--- config.mk ---
export PLATFORM = sky130hd
export DESIGN_NAME = busrec_seq
export DESIGN_NICKNAME = d
export VERILOG_FILES = /design/src/rtl/busrec_pkg.sv /design/src/rtl/busrec_sync.sv /design/src/rtl/busrec_timer.sv /design/src/rtl/busrec_ctrl.sv /design/src/rtl/busrec_seq.sv
export SDC_FILE = /design/constraint.sdc
export NUM_CORES = 1
export LEC_CHECK = 0
export ABC_AREA = 1
export BUFFER_PORTS_ARGS = -buffer_cell sky130_fd_sc_hd__buf_2
export CORE_MARGIN = 3
export CORE_UTILIZATION = 67
export CTS_BUF_LIST = sky130_fd_sc_hd__clkbuf_2
export CTS_CLUSTER_DIAMETER = 80
export DETAILED_ROUTE_END_ITERATION = 16
export GPL_ROUTABILITY_DRIVEN = 0
export PLACE_DENSITY_LB_ADDON = 0.12
export SETUP_SLACK_MARGIN = 0.05
export SYNTH_ARGS = -nofsm -noshare
export SYNTH_HDL_FRONTEND = slang
export SYNTH_HIERARCHICAL = 1
export SYNTH_SLANG_ARGS = --single-unit
--- constraint.sdc ---
create_clock -name clk -period 2.78 [get_ports clk]
set_input_delay 0.556 -clock clk [delete_from_list [all_inputs] [get_ports clk]]
set_output_delay 0.556 -clock clk [all_outputs]
set_load 0.02 [all_outputs]
--- src/rtl/busrec_pkg.sv ---
package busrec_pkg;

  typedef enum logic [2:0] {
    RS_IDLE,
    RS_LOW,
    RS_HIGH,
    RS_SETUP,
    RS_START,
    RS_PARK
  } rec_state_e;

  function automatic int imax(input int a, input int b);
    return (a > b) ? a : b;
  endfunction

endpackage

--- src/rtl/busrec_sync.sv ---
module busrec_sync #(
  parameter int   STAGES  = 2,
  parameter logic RST_VAL = 1'b1
) (
  input  logic clk,
  input  logic rst_n,
  input  logic d_i,
  output logic q_o
);

  logic [STAGES-1:0] chain_q;

  generate
    if (STAGES > 1) begin : g_chain
      always_ff @(posedge clk or negedge rst_n) begin
        if (!rst_n) chain_q <= {STAGES{RST_VAL}};
        else        chain_q <= {chain_q[STAGES-2:0], d_i};
      end
    end else begin : g_single
      always_ff @(posedge clk or negedge rst_n) begin
        if (!rst_n) chain_q <= {STAGES{RST_VAL}};
        else        chain_q <= d_i;
      end
    end
  endgenerate

  assign q_o = chain_q[STAGES-1];

endmodule

--- src/rtl/busrec_timer.sv ---
module busrec_timer #(
  parameter int TW = 10
) (
  input  logic          clk,
  input  logic          rst_n,
  input  logic          load_i,
  input  logic [TW-1:0] val_i,
  input  logic          en_i,
  output logic          zero_o
);

  logic [TW-1:0] cnt_q, cnt_d;
  logic          cnt_we;

  always_comb begin
    cnt_we = 1'b0;
    cnt_d  = cnt_q;
    if (load_i) begin
      cnt_we = 1'b1;
      cnt_d  = val_i;
    end else if (en_i && (cnt_q != '0)) begin
      cnt_we = 1'b1;
      cnt_d  = cnt_q - 1'b1;
    end
  end

  always_ff @(posedge clk or negedge rst_n) begin
    if (!rst_n)      cnt_q <= '0;
    else if (cnt_we) cnt_q <= cnt_d;
  end

  assign zero_o = (cnt_q == '0);

  // a stalled count must not move when nothing loads it
  a_r3_count_hold: assert property (@(posedge clk) disable iff (!rst_n)
    (!load_i && !en_i) |=> $stable(cnt_q));

endmodule

--- src/rtl/busrec_ctrl.sv ---
module busrec_ctrl
  import busrec_pkg::*;
#(
  parameter int STD_LOW    = 470,
  parameter int STD_HIGH   = 400,
  parameter int STD_BUF    = 470,
  parameter int STD_SU     = 470,
  parameter int STD_HD     = 400,
  parameter int FAST_LOW   = 120,
  parameter int FAST_HIGH  = 60,
  parameter int FAST_BUF   = 120,
  parameter int FAST_SU    = 60,
  parameter int FAST_HD    = 60,
  parameter int MAX_PULSES = 9,
  parameter int TW         = 10
) (
  input  logic          clk,
  input  logic          rst_n,
  input  logic          start_i,
  input  logic          fast_i,
  input  logic          scl_s,
  input  logic          sda_s,
  input  logic          tmr_zero,
  output logic          tmr_load,
  output logic [TW-1:0] tmr_val,
  output logic          tmr_en,
  output logic          scl_pull_n,
  output logic          sda_pull_n,
  output logic          busy_o,
  output logic          done_o,
  output logic          fail_o
);

  localparam int PW = $clog2(MAX_PULSES + 1);
  localparam logic [PW-1:0] LAST_PULSE = PW'(MAX_PULSES);

  localparam logic [TW-1:0] S_LOW  = TW'(STD_LOW - 1);
  localparam logic [TW-1:0] S_HIGH = TW'(STD_HIGH - 1);
  localparam logic [TW-1:0] S_SET  = TW'(imax(STD_BUF, STD_SU) - 1);
  localparam logic [TW-1:0] S_HOLD = TW'(STD_HD - 1);
  localparam logic [TW-1:0] F_LOW  = TW'(FAST_LOW - 1);
  localparam logic [TW-1:0] F_HIGH = TW'(FAST_HIGH - 1);
  localparam logic [TW-1:0] F_SET  = TW'(imax(FAST_BUF, FAST_SU) - 1);
  localparam logic [TW-1:0] F_HOLD = TW'(FAST_HD - 1);

  rec_state_e    state_q, state_d;
  logic          mode_q, mode_d, mode_we;
  logic [PW-1:0] pcnt_q, pcnt_d;
  logic          fail_q, fail_d;
  logic          done_q, done_d;
  logic          idle_like;

  assign idle_like = (state_q == RS_IDLE) || (state_q == RS_PARK);

  // next-state and timer control
  always_comb begin
    state_d  = state_q;
    mode_d   = mode_q;
    mode_we  = 1'b0;
    pcnt_d   = pcnt_q;
    fail_d   = fail_q;
    done_d   = 1'b0;
    tmr_load = 1'b0;
    tmr_val  = '0;
    tmr_en   = 1'b0;
    unique case (state_q)
      RS_IDLE, RS_PARK: begin
        if (start_i) begin
          state_d  = RS_LOW;
          mode_d   = fast_i;
          mode_we  = 1'b1;
          pcnt_d   = '0;
          fail_d   = 1'b0;
          tmr_load = 1'b1;
          tmr_val  = fast_i ? F_LOW : S_LOW;
        end
      end
      RS_LOW: begin
        tmr_en = 1'b1;
        if (tmr_zero) begin
          state_d  = RS_HIGH;
          pcnt_d   = pcnt_q + 1'b1;
          tmr_load = 1'b1;
          tmr_val  = mode_q ? F_HIGH : S_HIGH;
        end
      end
      RS_HIGH: begin
        tmr_en = scl_s;
        if (tmr_zero && scl_s) begin
          if (sda_s) begin
            state_d  = RS_SETUP;
            tmr_load = 1'b1;
            tmr_val  = mode_q ? F_SET : S_SET;
          end else if (pcnt_q == LAST_PULSE) begin
            state_d = RS_IDLE;
            fail_d  = 1'b1;
          end else begin
            state_d  = RS_LOW;
            tmr_load = 1'b1;
            tmr_val  = mode_q ? F_LOW : S_LOW;
          end
        end
      end
      RS_SETUP: begin
        tmr_en = 1'b1;
        if (tmr_zero) begin
          state_d  = RS_START;
          tmr_load = 1'b1;
          tmr_val  = mode_q ? F_HOLD : S_HOLD;
        end
      end
      RS_START: begin
        tmr_en = 1'b1;
        if (tmr_zero) begin
          state_d = RS_PARK;
          done_d  = 1'b1;
        end
      end
      default: state_d = RS_IDLE;
    endcase
  end

  // registers
  always_ff @(posedge clk or negedge rst_n) begin
    if (!rst_n) begin
      state_q <= RS_IDLE;
      mode_q  <= 1'b0;
      pcnt_q  <= '0;
      fail_q  <= 1'b0;
      done_q  <= 1'b0;
    end else begin
      state_q <= state_d;
      if (mode_we) mode_q <= mode_d;
      pcnt_q  <= pcnt_d;
      fail_q  <= fail_d;
      done_q  <= done_d;
    end
  end

  assign scl_pull_n = !((state_q == RS_LOW)   || (state_q == RS_PARK));
  assign sda_pull_n = !((state_q == RS_START) || (state_q == RS_PARK));
  assign busy_o     = !idle_like;
  assign done_o     = done_q;
  assign fail_o     = fail_q;

  // done lasts one cycle
  a_r7_done_single: assert property (@(posedge clk) disable iff (!rst_n)
    done_q |=> !done_q);

  // done coincides with both lines parked low
  a_r7_park_low: assert property (@(posedge clk) disable iff (!rst_n)
    done_q |-> (!scl_pull_n && !sda_pull_n));

  // a failed recovery leaves both lines floating
  a_r5_fail_released: assert property (@(posedge clk) disable iff (!rst_n)
    fail_q |-> (scl_pull_n && sda_pull_n && !busy_o));

  // pulse count never passes the limit
  a_r5_pulse_bound: assert property (@(posedge clk) disable iff (!rst_n)
    pcnt_q <= LAST_PULSE);

  // the data line is pulled low only while the clock line is released
  a_r6_start_order: assert property (@(posedge clk) disable iff (!rst_n)
    $fell(sda_pull_n) |-> scl_pull_n);

  // the high phase waits while the clock line reads low
  a_r3_stretch_wait: assert property (@(posedge clk) disable iff (!rst_n)
    (state_q == RS_HIGH && !scl_s) |=> (state_q == RS_HIGH));

  // mode is frozen during a recovery
  a_r8_mode_hold: assert property (@(posedge clk) disable iff (!rst_n)
    busy_o |=> $stable(mode_q));

  // a trigger while busy does not clear the pulse count
  a_r9_no_retrigger: assert property (@(posedge clk) disable iff (!rst_n)
    (busy_o && start_i && state_q != RS_LOW) |=> $stable(pcnt_q));

endmodule

--- src/rtl/busrec_seq.sv ---
module busrec_seq
  import busrec_pkg::*;
#(
  parameter int STD_LOW     = 470,
  parameter int STD_HIGH    = 400,
  parameter int STD_BUF     = 470,
  parameter int STD_SU      = 470,
  parameter int STD_HD      = 400,
  parameter int FAST_LOW    = 120,
  parameter int FAST_HIGH   = 60,
  parameter int FAST_BUF    = 120,
  parameter int FAST_SU     = 60,
  parameter int FAST_HD     = 60,
  parameter int MAX_PULSES  = 9,
  parameter int SYNC_STAGES = 2
) (
  input  logic clk,
  input  logic rst_n,
  input  logic start_i,
  input  logic fast_i,
  input  logic scl_i,
  input  logic sda_i,
  output logic scl_pull_n,
  output logic sda_pull_n,
  output logic busy_o,
  output logic done_o,
  output logic fail_o
);

  localparam int T_STD  = imax(imax(imax(STD_LOW, STD_HIGH), imax(STD_BUF, STD_SU)), STD_HD);
  localparam int T_FAST = imax(imax(imax(FAST_LOW, FAST_HIGH), imax(FAST_BUF, FAST_SU)), FAST_HD);
  localparam int TW     = $clog2(imax(T_STD, T_FAST) + 1);

  logic          rst_n_int;
  logic          scl_s, sda_s;
  logic          tmr_zero, tmr_load, tmr_en;
  logic [TW-1:0] tmr_val;

  // reset: asserted asynchronously, released after two clean edges
  busrec_sync #(.STAGES(2), .RST_VAL(1'b0)) u_rst (
    .clk(clk), .rst_n(rst_n), .d_i(1'b1), .q_o(rst_n_int)
  );

  busrec_sync #(.STAGES(SYNC_STAGES), .RST_VAL(1'b1)) u_scl_sync (
    .clk(clk), .rst_n(rst_n_int), .d_i(scl_i), .q_o(scl_s)
  );

  busrec_sync #(.STAGES(SYNC_STAGES), .RST_VAL(1'b1)) u_sda_sync (
    .clk(clk), .rst_n(rst_n_int), .d_i(sda_i), .q_o(sda_s)
  );

  busrec_timer #(.TW(TW)) u_timer (
    .clk(clk), .rst_n(rst_n_int), .load_i(tmr_load), .val_i(tmr_val),
    .en_i(tmr_en), .zero_o(tmr_zero)
  );

  busrec_ctrl #(
    .STD_LOW(STD_LOW), .STD_HIGH(STD_HIGH), .STD_BUF(STD_BUF),
    .STD_SU(STD_SU), .STD_HD(STD_HD),
    .FAST_LOW(FAST_LOW), .FAST_HIGH(FAST_HIGH), .FAST_BUF(FAST_BUF),
    .FAST_SU(FAST_SU), .FAST_HD(FAST_HD),
    .MAX_PULSES(MAX_PULSES), .TW(TW)
  ) u_ctrl (
    .clk(clk), .rst_n(rst_n_int), .start_i(start_i), .fast_i(fast_i),
    .scl_s(scl_s), .sda_s(sda_s), .tmr_zero(tmr_zero),
    .tmr_load(tmr_load), .tmr_val(tmr_val), .tmr_en(tmr_en),
    .scl_pull_n(scl_pull_n), .sda_pull_n(sda_pull_n),
    .busy_o(busy_o), .done_o(done_o), .fail_o(fail_o)
  );

endmodule

* After elaboration in Yosys (flattened, before gate mapping)
Cells that the tools add are included.
** Storage, ports and cells
- Flip-flop bits (word level) :: 25
- Output and inout bits :: 5
- Bits of input ports :: 6
- Logic and storage cells :: 84
** Cells by class
- Reduce and logical (&&, ||, !) cells :: 22
- Add/sub/neg operators :: 2
- Eq/ne operators :: 13
- Muxes and demuxes :: 38
** Operators by type and width (count)
- 9-bit two-way mux :: 10
- 9-bit case mux with 3 select lines :: 1
- 3-bit two-way mux :: 6
- 3-bit case mux with 5 select lines :: 1
- 1-bit two-way mux :: 14
- 2-bit by 1-bit != test with 1-bit output, second input constant :: 5
- 5-bit AND reduction :: 2
- 9-bit logical NOT :: 1
- 9-bit nonzero test :: 1
- 9-bit by 1-bit subtractor with 9-bit output, second input constant :: 1
- 4-bit two-way mux :: 2
- 4-bit case mux with 2 select lines :: 1
- 3-bit by 2-bit == test with 1-bit output, second input constant :: 2
- 3-bit == test, second input constant :: 2
- 3-bit AND reduction :: 2
- 2-bit nonzero test :: 3
- 4-bit by 1-bit adder with 4-bit output, second input constant :: 1
- 4-bit == test, second input constant :: 1
- 2-bit != test, second input constant :: 2
- 1-bit case mux with 2 select lines :: 2
- 2-bit OR reduction :: 2
- 3-bit by 1-bit == test with 1-bit output, second input constant :: 1
- 1-bit logical NOT :: 3
- 3-bit logical NOT :: 1
- 5 further kinds :: 8

* Longest topological paths before layout
- Depth in word-level cells :: 7
- Mapped depth :: 15
- Gate-level depth less buffers :: 15

* By module
The synthesis kept the hierarchy.
** Modules (own cells, without submodules)
- busrec_ctrl :: seq. area each 250.2 sq um, instances 1, cells an instance 112, area an instance 775.7 sq um
- busrec_timer :: seq. area each 225.2 sq um, instances 1, cells an instance 98, area an instance 651.9 sq um
- busrec_sync (u_scl_sync ...) :: seq. area each 52.6 sq um, instances 2, cells an instance 2, area an instance 52.6 sq um
- busrec_sync (u_rst) :: seq. area each 50.0 sq um, instances 1, cells an instance 2, area an instance 50.0 sq um
- busrec_seq :: seq. area each 0.0 sq um, instances 1, cells an instance 1, area an instance 3.8 sq um

* Least setup slack after synthesis
OpenSTA, ideal clock, no wires.
- Path type :: reg2reg
- From :: register u_timer.cnt_q[0]
- To :: register u_timer.cnt_q[5]
- Arrival time :: 2061 ps
- Stages on the path, launching flop included :: 16
- Period minus slack after synthesis :: 2178 ps
- Required time :: 2664 ps
- Library setup time :: 116 ps
- Slack :: 602 ps
- Buffers on the path :: 0
- Cell sequence :: dfrtp_1 inv_1 ha_1 nand2_2 nor2_4 nand2_2 inv_1 inv_1 nor2_1 inv_1 nand3_1 clkinv_1 nand2_2 clkinv_1 nand2_1 nand2_1
** Between the ends
- Cells in the longest elaborated chain, start to end :: 6
- Elaborated cells on any way between the ends :: 17
- Those cells by class :: add/sub (1); mux (10); reduce/logical (6)
** Ends and longest elaborated chain
- start: declaration :: line busrec_timer.sv:12 : logic [TW-1:0] cnt_q, cnt_d;
- start signal: assignment :: line busrec_timer.sv:29 : else if (cnt_we) cnt_q <= cnt_d;
- 9-bit logical NOT * :: line busrec_timer.sv:32 : assign zero_o = (cnt_q == '0);
- via tmr_zero :: line busrec_seq.sv:36 : logic tmr_zero, tmr_load, tmr_en;
- 1-bit logical AND :: line busrec_ctrl.sv:89 : if (tmr_zero && scl_s) begin
- 1-bit two-way mux :: line busrec_ctrl.sv:89
- 1-bit case mux with 3 select lines * :: line busrec_ctrl.sv:66 : unique case (state_q)
- via tmr_load :: line busrec_seq.sv:36
- 2-bit nonzero test (no line) / 1-bit two-way mux (equally long branches)
- 2-bit AND reduction (no line)
Mark *: on every way through the listed nets, which the timed path passes. The rest lies on a longest branch. The select of a mux whose other input is x is not followed.
A chain may end at the register's enable or synchronous reset.

* Final worst setup path
- From :: register u_timer.cnt_q[0]
- To :: register u_timer.cnt_q[6]
Same word-level chain as after synthesis.

==> results_dict.tcl <==
set metrics [dict create \
    status "completed" \
    cp_slowest_cell "dfrtp_1" \
    port_buffers 10 \
    antenna_found_initial 0 \
    num_rows 16 \
    yosysWarnings 6 \
    final_cells 256 \
    worstMarginPinSlew_ps 930.1 \
    regArea_um2 630.6 \
    gr-total-overflow 0 \
    hold_start "scl_i" \
    hold_ws_ps 280.9 \
    routedWlPerCell_um 12.44 \
    grtUsageTotal 0.2431 \
    syn_area_per_cell_um2 7.311 \
    endpoint_kind "flop" \
    pin_count 11 \
    worstHoldPathCells 1 \
    tritoncts "yes" \
    period_share 0.8684 \
    post-place-ws_ps 292.5 \
    worstPathRequired_ps 3040 \
    path_class "flop to flop" \
    rsz0062_at_grt "false" \
    r2r-end "u_timer/cnt_q[6]" \
    drive_above_1_share 0.2314 \
    cp_common_cell "inv_1" \
    ys_seq_area_frac 0.3975 \
    start_util 0.7548 \
    placed_cells 251 \
    hpwlAfterDp_um 2458 \
    cts-root-buf "clkbuf_2" \
    vias 1408 \
    ant_nets 0 \
    placed_area_mm2 0.001640 \
    ys_types 29 \
    power_leakage_nw 0.8608 \
    worst_slack_ps 365.8 \
    cts_setup_buffers 0 \
    critPathTopFamily "simple AND/OR/NAND/NOR gates" \
    dieArea_mm2 0.002988 \
    htreeDepth 1 \
    fill_cells 145 \
    synth_nets 226 \
    slew_headroom 0.3799 \
    diodes 0 \
    min_period_ps 2414 \
    crit_chain "inv_1 > ha_1 > nand2_2 > nor2_4 > nand2_2 > inv_1 > inv_1 > nor2_2 > inv_1 > nand3_1 > clkinv_1 > nand2_4 > clkinv_1 > nand2_1 > nand2_1" \
    die_x_um 54.66 \
    cts.reportedPaths.clkPinSlew_ps 220 \
    multi_input_area_um2 818.3 \
    setup_viol_count_final 0 \
    rrSetupSlack_ps 370 \
    drc_errors 0 \
    slew_viol_final 0 \
    clk_latency_ps 330 \
    ys_ff_latch 25 \
    skew_ps 5.577 \
    syn_to_final_growth_pct 5.757 \
    hold_violations 0 \
    r2r_start "u_timer/cnt_q[0]" \
    setup_tns_ps 0 \
    grt_pass1_vias 1269 \
    vdd_drop_max_uv 764.0 \
    maxCapViolCount 0 \
    max_freq_ghz 0.4142 \
    drt_iter0_drc 77 \
    numCtsBuffers 3 \
    grt_pass1_wl_um 5188 \
    worstSetupStartpointType "flop" \
    grt_max_degree 24 \
    syn_area_mm2 0.001587 \
    cp_num_buf_inv 6 \
    finalInstanceArea_mm2 0.001678 \
    core_area_mm2 0.002102 \
    cp_max_fo 11 \
    die_h_um 54.66 \
    crit_path_max_incr_delay_ps 450 \
    hold_class "primary input to flop" \
    r2r_cells 15 \
    powerDensity_mw_per_mm2 1134 \
    cts_sinks 25 \
    nNetsFinal 239 \
    wirelength_um 3185 \
    cts.path.max_buffers 2 \
    final_core_util 0.7982 \
    power_mw 1.903 \
    firstDrtPassIters 4 \
    hold_end "u_scl_sync/chain_q[0]" \
    via_per_inst 5.500 \
    crit_arrival_ps 2680 \
    netlist_instances 217 \
]
[flip-flops by register name, indices dropped and copies added (netlist names)]
register            cells
u_timer/cnt_q           9
u_ctrl/pcnt_q           4
u_ctrl/state_q          3
u_rst/chain_q           2
u_scl_sync/chain_q      2
u_sda_sync/chain_q      2
u_ctrl/done_o           1
u_ctrl/fail_o           1
u_ctrl/mode_q           1
[cells in the final DEF, fill, tap and decap left out, types with 2 or more instances in the layout]
cell type  count
inv_2          4
nand4_1        3
nand2_1       67
buf_4          2
buf_2         10
nand2_4        2
nor2_1        16
ha_1           3
o21ai_0        7
clkinv_1       2
inv_1         19
dfrtp_1       21
o21ai_2        4
dfstp_2        4
clkbuf_2       4
nor2_4         3
nor2_2         5
nand3_1       28
o21ai_1        3
nand2_2       12
[logic make-up after synthesis]
logic type / share of synthesized area
simple gates: 0.4085
buf+inv: 0.09148
flops: 0.3975
compound gates: 0.06545
fa+ha+maj: 0.02366
xor+xnor: 0.01104
other cells: 0.002364
[synth_stat cells, drive strengths merged]
library cell | n | area (um2)
a21oi | 1 | 5.000
conb | 1 | 3.750
clkinv | 2 | 7.510
nor3 | 1 | 16.27
xor2 | 1 | 8.760
xnor2 | 1 | 8.760
nor2 | 24 | 122.6
o21ai | 14 | 85.07
inv | 24 | 92.59
buf | 4 | 41.29
or2 | 1 | 6.260
a31oi | 1 | 6.260
dfstp | 4 | 105.1
nand4 | 3 | 18.77
nand3 | 28 | 140.1
clkbuf | 1 | 3.750
nand2 | 81 | 344.1
o21bai | 1 | 7.510
dfrtp | 21 | 525.5
ha | 3 | 37.54
[how the worst max path moves through the flow]
| stage | from | endpoint | slack [ps] | cells past startpoint |
|---|---|---|---|---|
| 6_report | u_timer/cnt_q[0] | u_timer/cnt_q[6] | 370 | 15 |
| 2_1_floorplan | u_timer/cnt_q[0] | u_timer/cnt_q[5] | 600 | 15 |
| 4_1_cts | u_timer/cnt_q[0] | u_timer/cnt_q[6] | 260 | 15 |
| 3_3_place_gp | u_timer/cnt_q[0] | u_timer/cnt_q[4] | 450 | 15 |
| 3_5_place_dp | u_timer/cnt_q[0] | u_timer/cnt_q[6] | 290 | 15 |
| 5_1_grt | u_timer/cnt_q[0] | u_timer/cnt_q[4] | 70 | 15 |
[layout make-up]
type / count / share of cell area
clock buffers: 4 / 0.01193
inverters: 26 / 0.05966
multi-input cells: 161 / 0.4877
flip-flops and latches: 25 / 0.3758
well taps: 27 / 0.02013
repair buffers: 13 / 0.04474
[routing by layer]
metal,wire length (um),GRT usage,up-vias
met5,0,0,-
met3,216,0.03815,6
met1,1432,0.3212,635
met2,1501,0.3957,52
met4,34,0.09544,0
li1,-,-,715
[power by group]
group / internal, mW / switching (mW) / leakage (nW)
combinational: 0.391 / 0.757 / 0.532
clock: 0.0380 / 0.103 / 0.0166
sequential: 0.473 / 0.142 / 0.312
total: 0.902 / 1.00 / 0.861
[repair_timing]
item	CTS	global route
hold buffers	1	0
setup endpoints to repair	0	4
resized for setup	0	2
endpoints found under the hold margin	2	0
Note: power is estimated with default switching activity, not from simulation.
